--- src/rtl/accu_pkg.sv ---
// Package: shared opcode values, sequencer states, flag and control bundles.
// Assumes a 4-bit opcode in the top bits of the instruction word.
package accu_pkg;

    localparam int OP_W = 4;

    localparam logic [OP_W-1:0] OP_HALT  = 4'd0;
    localparam logic [OP_W-1:0] OP_LOAD  = 4'd1;
    localparam logic [OP_W-1:0] OP_STORE = 4'd2;
    localparam logic [OP_W-1:0] OP_ADD   = 4'd3;
    localparam logic [OP_W-1:0] OP_SUB   = 4'd4;
    localparam logic [OP_W-1:0] OP_JUMP  = 4'd5;

    // One-transfer-per-clock sequencer steps
    typedef enum logic [3:0] {
        ST_F_ADDR,   // MAR <- PC
        ST_F_WAIT,   // PC <- PC + 1, read in flight
        ST_F_CAPT,   // MBR <- memory
        ST_F_IR,     // IR <- MBR
        ST_X1,
        ST_X2,
        ST_X3,
        ST_X4,
        ST_STOP
    } seq_state_t;

    typedef struct packed {
        logic c;
        logic z;
        logic n;
        logic v;
    } ccr_t;

    // Register transfer strobes issued by the sequencer
    typedef struct packed {
        logic mar_from_pc;
        logic mar_from_ir;
        logic pc_inc;
        logic pc_from_ir;
        logic mbr_from_mem;
        logic mbr_from_acc;
        logic ir_load;
        logic acc_from_mbr;
        logic acc_from_alu;
        logic alu_sub;
        logic mem_write;
    } ctl_t;

    // True for opcodes whose execute sequence goes through MAR/MBR
    function automatic logic uses_operand(input logic [OP_W-1:0] op);
        return (op == OP_LOAD) || (op == OP_STORE) || (op == OP_ADD) || (op == OP_SUB);
    endfunction

    // True for the conditional branch group (top opcode bit set)
    function automatic logic is_branch(input logic [OP_W-1:0] op);
        return op[OP_W-1];
    endfunction

endpackage

--- src/rtl/accu_alu.sv ---
// Module: accu_alu
// Adds or subtracts two DATA_W-bit operands and produces the four flags.
// Assumes C means carry for add and borrow for subtract; purely combinational.
module accu_alu #(
    parameter int DATA_W = 8
) (
    input  logic [DATA_W-1:0] a,
    input  logic [DATA_W-1:0] b,
    input  logic              sub,
    output logic [DATA_W-1:0] result,
    output accu_pkg::ccr_t    flags
);
    localparam int MSB = DATA_W - 1;

    logic [DATA_W:0] wide;

    // Extended-width sum or difference; the extra bit is carry or borrow
    always_comb begin
        if (sub) begin
            wide = {1'b0, a} - {1'b0, b};
        end else begin
            wide = {1'b0, a} + {1'b0, b};
        end
    end

    assign result = wide[DATA_W-1:0];

    // Flag derivation from operands and result
    always_comb begin
        flags.c = wide[DATA_W];
        flags.z = (wide[DATA_W-1:0] == '0);
        flags.n = wide[MSB];
        if (sub) begin
            flags.v = (a[MSB] != b[MSB]) && (wide[MSB] != a[MSB]);
        end else begin
            flags.v = (a[MSB] == b[MSB]) && (wide[MSB] != a[MSB]);
        end
    end

endmodule

--- src/rtl/accu_cond.sv ---
// Module: accu_cond
// Evaluates a 3-bit branch condition against the condition code.
// Assumes even codes test a flag set and odd codes test it clear (Z, C, N, V).
module accu_cond (
    input  accu_pkg::ccr_t ccr,
    input  logic [2:0]     sel,
    output logic           taken
);
    logic flag_bit;

    // Pick the tested flag from the upper two select bits
    always_comb begin
        unique case (sel[2:1])
            2'd0: flag_bit = ccr.z;
            2'd1: flag_bit = ccr.c;
            2'd2: flag_bit = ccr.n;
            default: flag_bit = ccr.v;
        endcase
    end

    // Low select bit inverts the sense
    assign taken = flag_bit ^ sel[0];

endmodule

--- src/rtl/accu_ctrl.sv ---
// Module: accu_ctrl
// Sequencer: shared fetch steps, then per-opcode execute steps.
// It issues one set of transfer strobes per clock.
// Assumes the opcode input is the instruction register field, valid from ST_X1 on.
module accu_ctrl
    import accu_pkg::*;
(
    input  logic               clk,
    input  logic               rst_n,
    input  logic [OP_W-1:0]    op,
    input  logic               taken,
    output seq_state_t         state,
    output ctl_t               ctl
);
    seq_state_t nxt;

    // State register with synchronous active-low reset
    always_ff @(posedge clk) begin
        if (!rst_n) begin
            state <= ST_F_ADDR;
        end else begin
            state <= nxt;
        end
    end

    // Next-step selection
    always_comb begin
        nxt = state;
        unique case (state)
            ST_F_ADDR: nxt = ST_F_WAIT;
            ST_F_WAIT: nxt = ST_F_CAPT;
            ST_F_CAPT: nxt = ST_F_IR;
            ST_F_IR:   nxt = ST_X1;
            ST_X1: begin
                if (op == OP_HALT) begin
                    nxt = ST_STOP;
                end else if (uses_operand(op)) begin
                    nxt = ST_X2;
                end else begin
                    nxt = ST_F_ADDR;
                end
            end
            ST_X2:   nxt = ST_X3;
            ST_X3:   nxt = (op == OP_STORE) ? ST_F_ADDR : ST_X4;
            ST_X4:   nxt = ST_F_ADDR;
            ST_STOP: nxt = ST_STOP;
            default: nxt = ST_F_ADDR;
        endcase
    end

    // Transfer strobes for the current step
    always_comb begin
        ctl = '0;
        unique case (state)
            ST_F_ADDR: ctl.mar_from_pc  = 1'b1;
            ST_F_WAIT: ctl.pc_inc       = 1'b1;
            ST_F_CAPT: ctl.mbr_from_mem = 1'b1;
            ST_F_IR:   ctl.ir_load      = 1'b1;
            ST_X1: begin
                ctl.mar_from_ir = uses_operand(op);
                ctl.pc_from_ir  = (op == OP_JUMP) || (is_branch(op) && taken);
            end
            ST_X2: ctl.mbr_from_acc = (op == OP_STORE);
            ST_X3: begin
                ctl.mem_write    = (op == OP_STORE);
                ctl.mbr_from_mem = (op != OP_STORE);
            end
            ST_X4: begin
                ctl.acc_from_mbr = (op == OP_LOAD);
                ctl.acc_from_alu = (op == OP_ADD) || (op == OP_SUB);
                ctl.alu_sub      = (op == OP_SUB);
            end
            default: ctl = '0;
        endcase
    end

endmodule

--- src/rtl/accu_dpath.sv ---
// Module: accu_dpath
// Register set PC, MAR, MBR, IR, D0 and condition code, with the ALU and
// branch condition logic. It applies the strobes it receives.
// Assumes DATA_W is below the word width, so D0 is zero-extended into the MBR.
module accu_dpath
    import accu_pkg::*;
#(
    parameter int DATA_W = 8,
    parameter int ADDR_W = 12
) (
    input  logic                     clk,
    input  logic                     rst_n,
    input  ctl_t                     ctl,
    input  logic [OP_W+ADDR_W-1:0]   mem_rdata,
    output logic [ADDR_W-1:0]        mem_addr,
    output logic [OP_W+ADDR_W-1:0]   mem_wdata,
    output logic [OP_W-1:0]          op,
    output logic                     taken,
    output logic [ADDR_W-1:0]        pc
);
    localparam int WORD_W = OP_W + ADDR_W;

    logic [ADDR_W-1:0] pc_q;
    logic [ADDR_W-1:0] mar_q;
    logic [WORD_W-1:0] mbr_q;
    logic [WORD_W-1:0] ir_q;
    logic [DATA_W-1:0] acc_q;
    ccr_t              ccr_q;
    logic [DATA_W-1:0] alu_res;
    ccr_t              alu_flags;
    logic [ADDR_W-1:0] ir_addr;

    assign ir_addr = ir_q[ADDR_W-1:0];
    assign op      = ir_q[WORD_W-1 -: OP_W];

    // Program counter: jump target has priority over increment
    always_ff @(posedge clk) begin
        if (!rst_n) begin
            pc_q <= '0;
        end else if (ctl.pc_from_ir) begin
            pc_q <= ir_addr;
        end else if (ctl.pc_inc) begin
            pc_q <= pc_q + 1'b1;
        end
    end

    // Memory address register
    always_ff @(posedge clk) begin
        if (!rst_n) begin
            mar_q <= '0;
        end else if (ctl.mar_from_pc) begin
            mar_q <= pc_q;
        end else if (ctl.mar_from_ir) begin
            mar_q <= ir_addr;
        end
    end

    // Memory buffer register: memory word or zero-extended accumulator
    always_ff @(posedge clk) begin
        if (!rst_n) begin
            mbr_q <= '0;
        end else if (ctl.mbr_from_mem) begin
            mbr_q <= mem_rdata;
        end else if (ctl.mbr_from_acc) begin
            mbr_q <= WORD_W'(acc_q);
        end
    end

    // Instruction register
    always_ff @(posedge clk) begin
        if (!rst_n) begin
            ir_q <= '0;
        end else if (ctl.ir_load) begin
            ir_q <= mbr_q;
        end
    end

    // Accumulator D0
    always_ff @(posedge clk) begin
        if (!rst_n) begin
            acc_q <= '0;
        end else if (ctl.acc_from_alu) begin
            acc_q <= alu_res;
        end else if (ctl.acc_from_mbr) begin
            acc_q <= mbr_q[DATA_W-1:0];
        end
    end

    // Condition code: written only by arithmetic results
    always_ff @(posedge clk) begin
        if (!rst_n) begin
            ccr_q <= '0;
        end else if (ctl.acc_from_alu) begin
            ccr_q <= alu_flags;
        end
    end

    accu_alu #(
        .DATA_W (DATA_W)
    ) u_alu (
        .a      (acc_q),
        .b      (mbr_q[DATA_W-1:0]),
        .sub    (ctl.alu_sub),
        .result (alu_res),
        .flags  (alu_flags)
    );

    accu_cond u_cond (
        .ccr   (ccr_q),
        .sel   (op[2:0]),
        .taken (taken)
    );

    assign mem_addr  = mar_q;
    assign mem_wdata = mbr_q;
    assign pc        = pc_q;

endmodule

--- src/rtl/accu_cpu.sv ---
// Module: accu_cpu (top)
// Accumulator processor: sequencer plus register set on one shared
// synchronous memory port.
// Assumes memory returns read data one clock after the address and writes
// on the clock where mem_we is high.
module accu_cpu
    import accu_pkg::*;
#(
    parameter int DATA_W = 8,
    parameter int ADDR_W = 12
) (
    input  logic                   clk,
    input  logic                   rst_n,
    output logic [ADDR_W-1:0]      mem_addr,
    output logic [OP_W+ADDR_W-1:0] mem_wdata,
    output logic                   mem_we,
    input  logic [OP_W+ADDR_W-1:0] mem_rdata,
    output logic                   halted
);
    seq_state_t        state;
    ctl_t              ctl;
    logic [OP_W-1:0]   op;
    logic              taken;
    logic [ADDR_W-1:0] pc_q;

    accu_ctrl u_ctrl (
        .clk   (clk),
        .rst_n (rst_n),
        .op    (op),
        .taken (taken),
        .state (state),
        .ctl   (ctl)
    );

    accu_dpath #(
        .DATA_W (DATA_W),
        .ADDR_W (ADDR_W)
    ) u_dpath (
        .clk       (clk),
        .rst_n     (rst_n),
        .ctl       (ctl),
        .mem_rdata (mem_rdata),
        .mem_addr  (mem_addr),
        .mem_wdata (mem_wdata),
        .op        (op),
        .taken     (taken),
        .pc        (pc_q)
    );

    assign mem_we = ctl.mem_write;
    assign halted = (state == ST_STOP);

endmodule

--- config.mk ---
export PLATFORM = sky130hd
export DESIGN_NAME = accu_cpu
export DESIGN_NICKNAME = d
export VERILOG_FILES = /design/src/rtl/accu_pkg.sv /design/src/rtl/accu_alu.sv /design/src/rtl/accu_cond.sv /design/src/rtl/accu_ctrl.sv /design/src/rtl/accu_dpath.sv /design/src/rtl/accu_cpu.sv
export SDC_FILE = /design/constraint.sdc
export NUM_CORES = 1
export LEC_CHECK = 0
export BUFFER_PORTS_ARGS = -buffer_cell sky130_fd_sc_hd__buf_2
export CAP_MARGIN = 40
export CORE_ASPECT_RATIO = 0.6
export CORE_MARGIN = 8
export CORE_UTILIZATION = 45
export CTS_CLUSTER_DIAMETER = 120
export CTS_CLUSTER_SIZE = 12
export DETAILED_ROUTE_END_ITERATION = 8
export GPL_ROUTABILITY_DRIVEN = 1
export PLACE_DENSITY_LB_ADDON = 0.05
export SYNTH_ARGS = -nofsm -noshare
export SYNTH_HDL_FRONTEND = slang
export SYNTH_SLANG_ARGS = --single-unit
--- constraint.sdc ---
create_clock -name clk -period 8.8 [get_ports clk]
set_input_delay 1.76 -clock clk [delete_from_list [all_inputs] [get_ports clk]]
set_output_delay 1.76 -clock clk [all_outputs]
set_load 0.02 [all_outputs]
==> results.yml, run 1 <==
status:
  outcome: "finished, final reports clean"
setup_path:
  crit_path_end_kind: "flop"
  cp-start-kind: "flop"
  cp_cell_sequence: "nand2_4 > nor3_4 > nand3_1 > a21o_1 > fa_1 > nand2b_1 > a21oi_1 > mux2_2 > nand3_2 > or4_1 > o31ai_2"
  cp.buffers_inverters: 0
  cpPeakStageDelay_ns: 0.64
  cp_max_fo: 10
  slowest_stage: "dfxtp_1"
  criticalPathCategory: "flop to flop"
  crit_family: "simple AND/OR/NAND/NOR gates"
  worstPathRequired_ns: 9.05
  arrival_ns: 3.82
timing:
  rsz0062_at_grt: "no"
  setup_ws_ns: 5.228
  max_freq_mhz: 279.9
  worstMarginPinSlew_ns: 0.7958
  finalHoldViolCount: 0
  fin_skew_ns: 0.005138
  fin_crit_ns: 3.572
  setup_viol: 0
  relSlewSlack_pct: 46.75
  tns_ns: 0
  slew_violations: 0
  period_share_pct: 40.60
clocking:
  htree_levels: 3
  post_cts_buffers: 0
  cts_hold_buf: 0
  cts-root-buf: "clkbuf_16"
  clk_pin_slew_ns: 0.06
  cts_made_buffers: 9
  cts_num_sinks: 72
  clkLatencyLatePin_ns: 0.33
  cts_tree: "done"
  ctsResizeCount: 0
  cts_buffer_depth: 2
synthesis:
  yosysMostFrequentCell: "nand2_1"
  synth_top_cell_by_area: "dfxtp_1"
  synth_fp_nets: 493
  synth_top_flop_cell: "dfxtp_1"
  yosysTopAreaCellShare_pct: 35.92
  syn_area_per_cell_um2: 8.648
  synth_area_um2: 4013
  ys_seq_area_share_pct: 35.92
  netlist_instances: 464
  synth.area.top_cells: "dfxtp_1 36%, mux2i_1 8.2%, nand2_1 7.2%, o211a_1 5.7%, a21boi_0 5.2%"
  synth_edf_count: 0
  ys_warn_count: 0
  ys_ff_latch: 72
  synth-async-reset-ratio_pct: 0
  synth_common_cells: "77 x nand2_1, 72 x dfxtp_1, 33 x mux2i_1"
  synth.distinct_cells: 55
flow_run:
  cap_viol_max_count: 0
placement:
  post-place-ws_ns: 5.311
  io_buffers: 47
  gp_congestion: 0.8994
  dp_hpwl_um: 7579
final_layout:
  regArea_um2: 1441
  multiInputGateArea_um2: 2395
  antennaDiodeCount: 0
  nNetsFinal: 524
  area_growth_pct: 15.34
  fill_cells: 830
  drive_above_1_share_pct: 16.83
global_routing:
  globalRouteOverflowTotal: 0
  grt_pass1_wl_um: 17060
  antenna_found_initial: 0
  track_usage_pct: 17.87
  grt_max_degree: 72
  grt_pass1_vias: 3163
die:
  die_w_um: 137.9
  die_h_um: 89.15
  ioPinCount: 48
  core_um2: 8588
  rows: 26
  die_area_um2: 12290
  start_util_pct: 46.72
pwr:
  p_leak_nw: 2.103
  p_per_area_nw_per_um2: 204.1
  max-vdd-ir-drop_mv: 0.09262
routing:
  first_iter_violations: 232
  wirelength_um: 10590
  remaining_drc_errors: 0
  via_count: 3345
  wire_per_inst_um: 17.34
  dr.pass1.iters: 4
  ant_nets: 0
  via_per_inst: 5.475
worst_hold_path:
  hold_path.class: "flop to flop"
placed cells by master (no fill, tap or decap), types with 10 or more instances in the layout:
| cell | count |
|---|---|
| mux2i_1 | 33 |
| dfxtp_1 | 72 |
| nor2_1 | 28 |
| ha_1 | 10 |
| nand3_1 | 15 |
| nand2_1 | 77 |
| nor2b_1 | 16 |
| a21boi_0 | 28 |
| xnor2_1 | 13 |
| a21oi_1 | 14 |
| o211a_1 | 23 |
| buf_2 | 47 |
worst reg2reg max path, cell delays in order, from the launching register on:
cell	delay, ns
dfxtp_1	0.64
nand2_4	0.12
nor3_4	0.25
nand3_1	0.25
a21o_1	0.30
fa_1	0.43
nand2b_1	0.19
a21oi_1	0.27
mux2_2	0.22
nand3_2	0.07
or4_1	0.55
o31ai_2	0.21
layer usage:
layer	track usage (%)	wire, um
met3	4.994	588
met5	0	0
met2	24.24	4320
met4	4.656	74
met1	26.57	5611
metrics by stage:
stage          util [%]  hold slack [ns]  std cells  total power [mW]  cell area (um^2)
2_1_floorplan         -           0.4435        464            0.5191              4013
3_3_place_gp      49.69           0.4579        593            0.5702              4268
3_5_place_dp      50.32           0.4639        596            0.5764              4322
4_1_cts           53.89           0.4716        611            0.9504              4628
5_1_grt           53.89           0.4972        611            0.9929              4628
6_report          53.89           0.4672        611            0.9444              4628
worst paths after layout:
kind,startpoint,endpoint,slack [ns],depth (start not counted)
min reg2reg,u_dpath.ir_q[6]$_SDFFE_PN0P_,u_dpath.ir_q[6]$_SDFFE_PN0P_,0.47,2
max,u_ctrl.state[1]$_SDFF_PN0_,u_dpath.ccr_q[2]$_SDFFE_PN0P_,5.23,11
min,u_dpath.ir_q[6]$_SDFFE_PN0P_,u_dpath.ir_q[6]$_SDFFE_PN0P_,0.47,2
max reg2reg,u_ctrl.state[1]$_SDFF_PN0_,u_dpath.ccr_q[2]$_SDFFE_PN0P_,5.23,11
report_power, final:
group	switching [mW]	internal, mW
clock	0.133	0.240
sequential	0.0207	0.342
combinational	0.124	0.0852
total	0.277	0.667
state kept, by name, summed over array words and instances, names as in the netlist:
signal / cells
u_ctrl.state: 4
u_dpath.ir_q: 16
u_dpath.mem_wdata: 16
u_dpath.acc_q: 8
u_dpath.pc: 12
u_dpath.mem_addr: 12
u_dpath.ccr_q: 4
cell type report:
cell class | instances | area share (%)
clock buffer | 12 | 5.758
clock inverter | 3 | 0.8651
inverter | 7 | 0.5677
multi-input combinational | 351 | 51.74
sequential | 72 | 31.14
tap | 112 | 3.028
timing repair buffer | 54 | 6.894
kinds of logic after synthesis:
family | share of synthesized area [%]
buffers and inverters | 4.740
AOI/OAI and AO/OA | 19.24
adders and majority gates | 3.617
DFF | 35.92
muxes | 9.074
and+or+nand+nor | 23.04
xor gates and xnor gates | 4.366
Note: power is estimated with default switching activity, not from simulation.
==> run 2, diff against run 1 <==
==> constraint.sdc (replaced) <==
create_clock -name clk -period 3.1 [get_ports clk]
set_input_delay 0.62 -clock clk [delete_from_list [all_inputs] [get_ports clk]]
set_output_delay 0.62 -clock clk [all_outputs]
set_load 0.02 [all_outputs]
==> results.yml, run 2 (synthesis gave the netlist of run 1 again) <==
setup_path:
  worstPathRequired_ns: 3.36
  crit_family: "simple AND/OR/NAND/NOR gates"
  r2r_start: "u_ctrl.state[3]$_SDFF_PN0_"
  cp-start-kind: "flop"
  rr_worst_depth: 13
  cp_cell_sequence: "nand2b_4 > nor3_4 > nand3_2 > buf_6 > o31ai_1 > xor2_1 > ha_2 > o21ai_2 > a21oi_2 > mux2_2 > nand3_2 > or4_4 > o31ai_2"
  reg2reg_slack_ns: 0.14
  slowest_stage: "or4_4"
  crit_path_end_kind: "flop"
  crit_top_cell: "nand3_2"
  criticalPathCategory: "flop to flop"
  cp_max_fo: 4
  arrival_ns: 3.22
  cpPeakStageDelay_ns: 0.53
  cp.buffers_inverters: 1
  regToRegEndpoint: "u_dpath.ccr_q[2]$_SDFFE_PN0P_"
timing:
  max_freq_mhz: 337.9
  relSlewSlack_pct: 44.07
  hold_slack_ns: 0.4773
  slew_violations: 0
  period_share_pct: 95.47
  setup_viol: 0
  fin_crit_ns: 2.959
  fin_skew_ns: 0.007260
  tns_ns: 0
  worstMarginPinSlew_ns: 0.8359
  setup_ws_ns: 0.1405
  finalHoldViolCount: 0
  rsz0062_at_grt: "no"
routing:
  wirelength_um: 10910
  dr.pass1.iters: 5
  via_count: 3507
  wire_per_inst_um: 17.29
  via_per_inst: 5.558
  remaining_drc_errors: 0
  ant_nets: 0
  first_iter_violations: 285
clocking:
  clk_pin_slew_ns: 0.06
  cts_num_sinks: 72
  cts_made_buffers: 9
  cts-root-buf: "clkbuf_16"
  htree_levels: 3
  clkLatencyLatePin_ns: 0.33
  cts_tree: "done"
  cts_buffer_depth: 2
placement:
  dp_hpwl_um: 7883
  io_buffers: 47
  place_area_um2: 4431
  gp_congestion: 0.9076
  post-place-ws_ns: 0.09677
final_layout:
  design_area_um2: 4778
  antennaDiodeCount: 0
  regArea_um2: 1441
  drive_above_1_share_pct: 21.77
  mostFrequentLayoutCell: "nand2_1"
  final_cell_mix: "77 x nand2_1, 72 x dfxtp_1, 47 x buf_2"
  multiInputGateArea_um2: 2436
  nNetsFinal: 543
  area_growth_pct: 19.08
  fill_cells: 830
worst_hold_path:
  whs_path_depth: 2
  hold_path.class: "flop to flop"
  holdPathEnd: "u_dpath.ir_q[6]$_SDFFE_PN0P_"
  hold_start: "u_dpath.ir_q[6]$_SDFFE_PN0P_"
global_routing:
  grt_max_degree: 71
  grt_pass1_wl_um: 17200
  antenna_found_initial: 0
  globalRouteOverflowTotal: 0
  track_usage_pct: 18.24
  grt_pass1_vias: 3259
pwr:
  total_power_mw: 2.667
  p_leak_nw: 2.187
  p_per_area_nw_per_um2: 558.2
  max-vdd-ir-drop_mv: 0.2723
die:
  core_um2: 8588
  start_util_pct: 46.72
  die_h_um: 89.15
  rows: 26
  die_w_um: 137.9
  ioPinCount: 48
  die_area_um2: 12290
flow_run:
  cap_viol_max_count: 0
status:
  outcome: "finished, final reports clean"
[run 2: how the worst max path moves through the flow]
stage	startpoint	to	slack, ns	depth (start not counted)
3_5_place_dp	u_ctrl.state[3]$_SDFF_PN0_	u_dpath.ccr_q[0]$_SDFFE_PN0P_	0.1	13
5_1_grt	u_ctrl.state[3]$_SDFF_PN0_	u_dpath.ccr_q[2]$_SDFFE_PN0P_	0.007	13
4_1_cts	u_ctrl.state[3]$_SDFF_PN0_	u_dpath.ccr_q[0]$_SDFFE_PN0P_	0.06	13
2_1_floorplan	u_dpath.ir_q[14]$_SDFFE_PN0P_	u_dpath.ccr_q[2]$_SDFFE_PN0P_	0.12	11
3_3_place_gp	u_ctrl.state[3]$_SDFF_PN0_	u_dpath.ccr_q[0]$_SDFFE_PN0P_	0.19	13
6_report	u_ctrl.state[3]$_SDFF_PN0_	u_dpath.ccr_q[2]$_SDFFE_PN0P_	0.14	13
[run 2: repair_timing]
item,in CTS,in global routing
setup endpoints to repair,0,4
setup buffers,0,2
hold buffers,0,0
resized for setup,0,16
[run 2: where the power goes]
| group | total [mW] | switching, mW | internal [mW] |
|---|---|---|---|
| registers | 1.01 | 0.0354 | 0.970 |
| clock network | 0.982 | 0.400 | 0.582 |
| logic | 0.680 | 0.397 | 0.283 |
[run 2: metal layers]
layer	track usage, %	wire (um)
met1	26.34	5613
met2	25.55	4464
met3	5.612	726
met4	4.365	104
met5	0	0
[run 2: area by class of cell]
type	instances	area share, %
Clock inverter	5	0.6546
Clock buffer	11	5.289
Tap cell	112	2.933
Inverter	7	0.5499
Sequential cell	72	30.16
Multi-Input combinational cell	351	50.98
Timing Repair Buffer	73	9.427
[run 2: worst min-delay path: stages, from the launching register on]
cell and delay, ns:
dfxtp_1 0.31, nand2_1 0.05, a21boi_0 0.07
[run 2: metrics by stage]
| step | utilization, % | std cells |
|---|---|---|
| after CTS | 54.90 | 629 |
| after global routing | 55.64 | 631 |
| after global placement | 51.59 | 613 |
| after detailed placement | 51.59 | 613 |
| final | 55.64 | 631 |
| after floorplan | - | 464 |
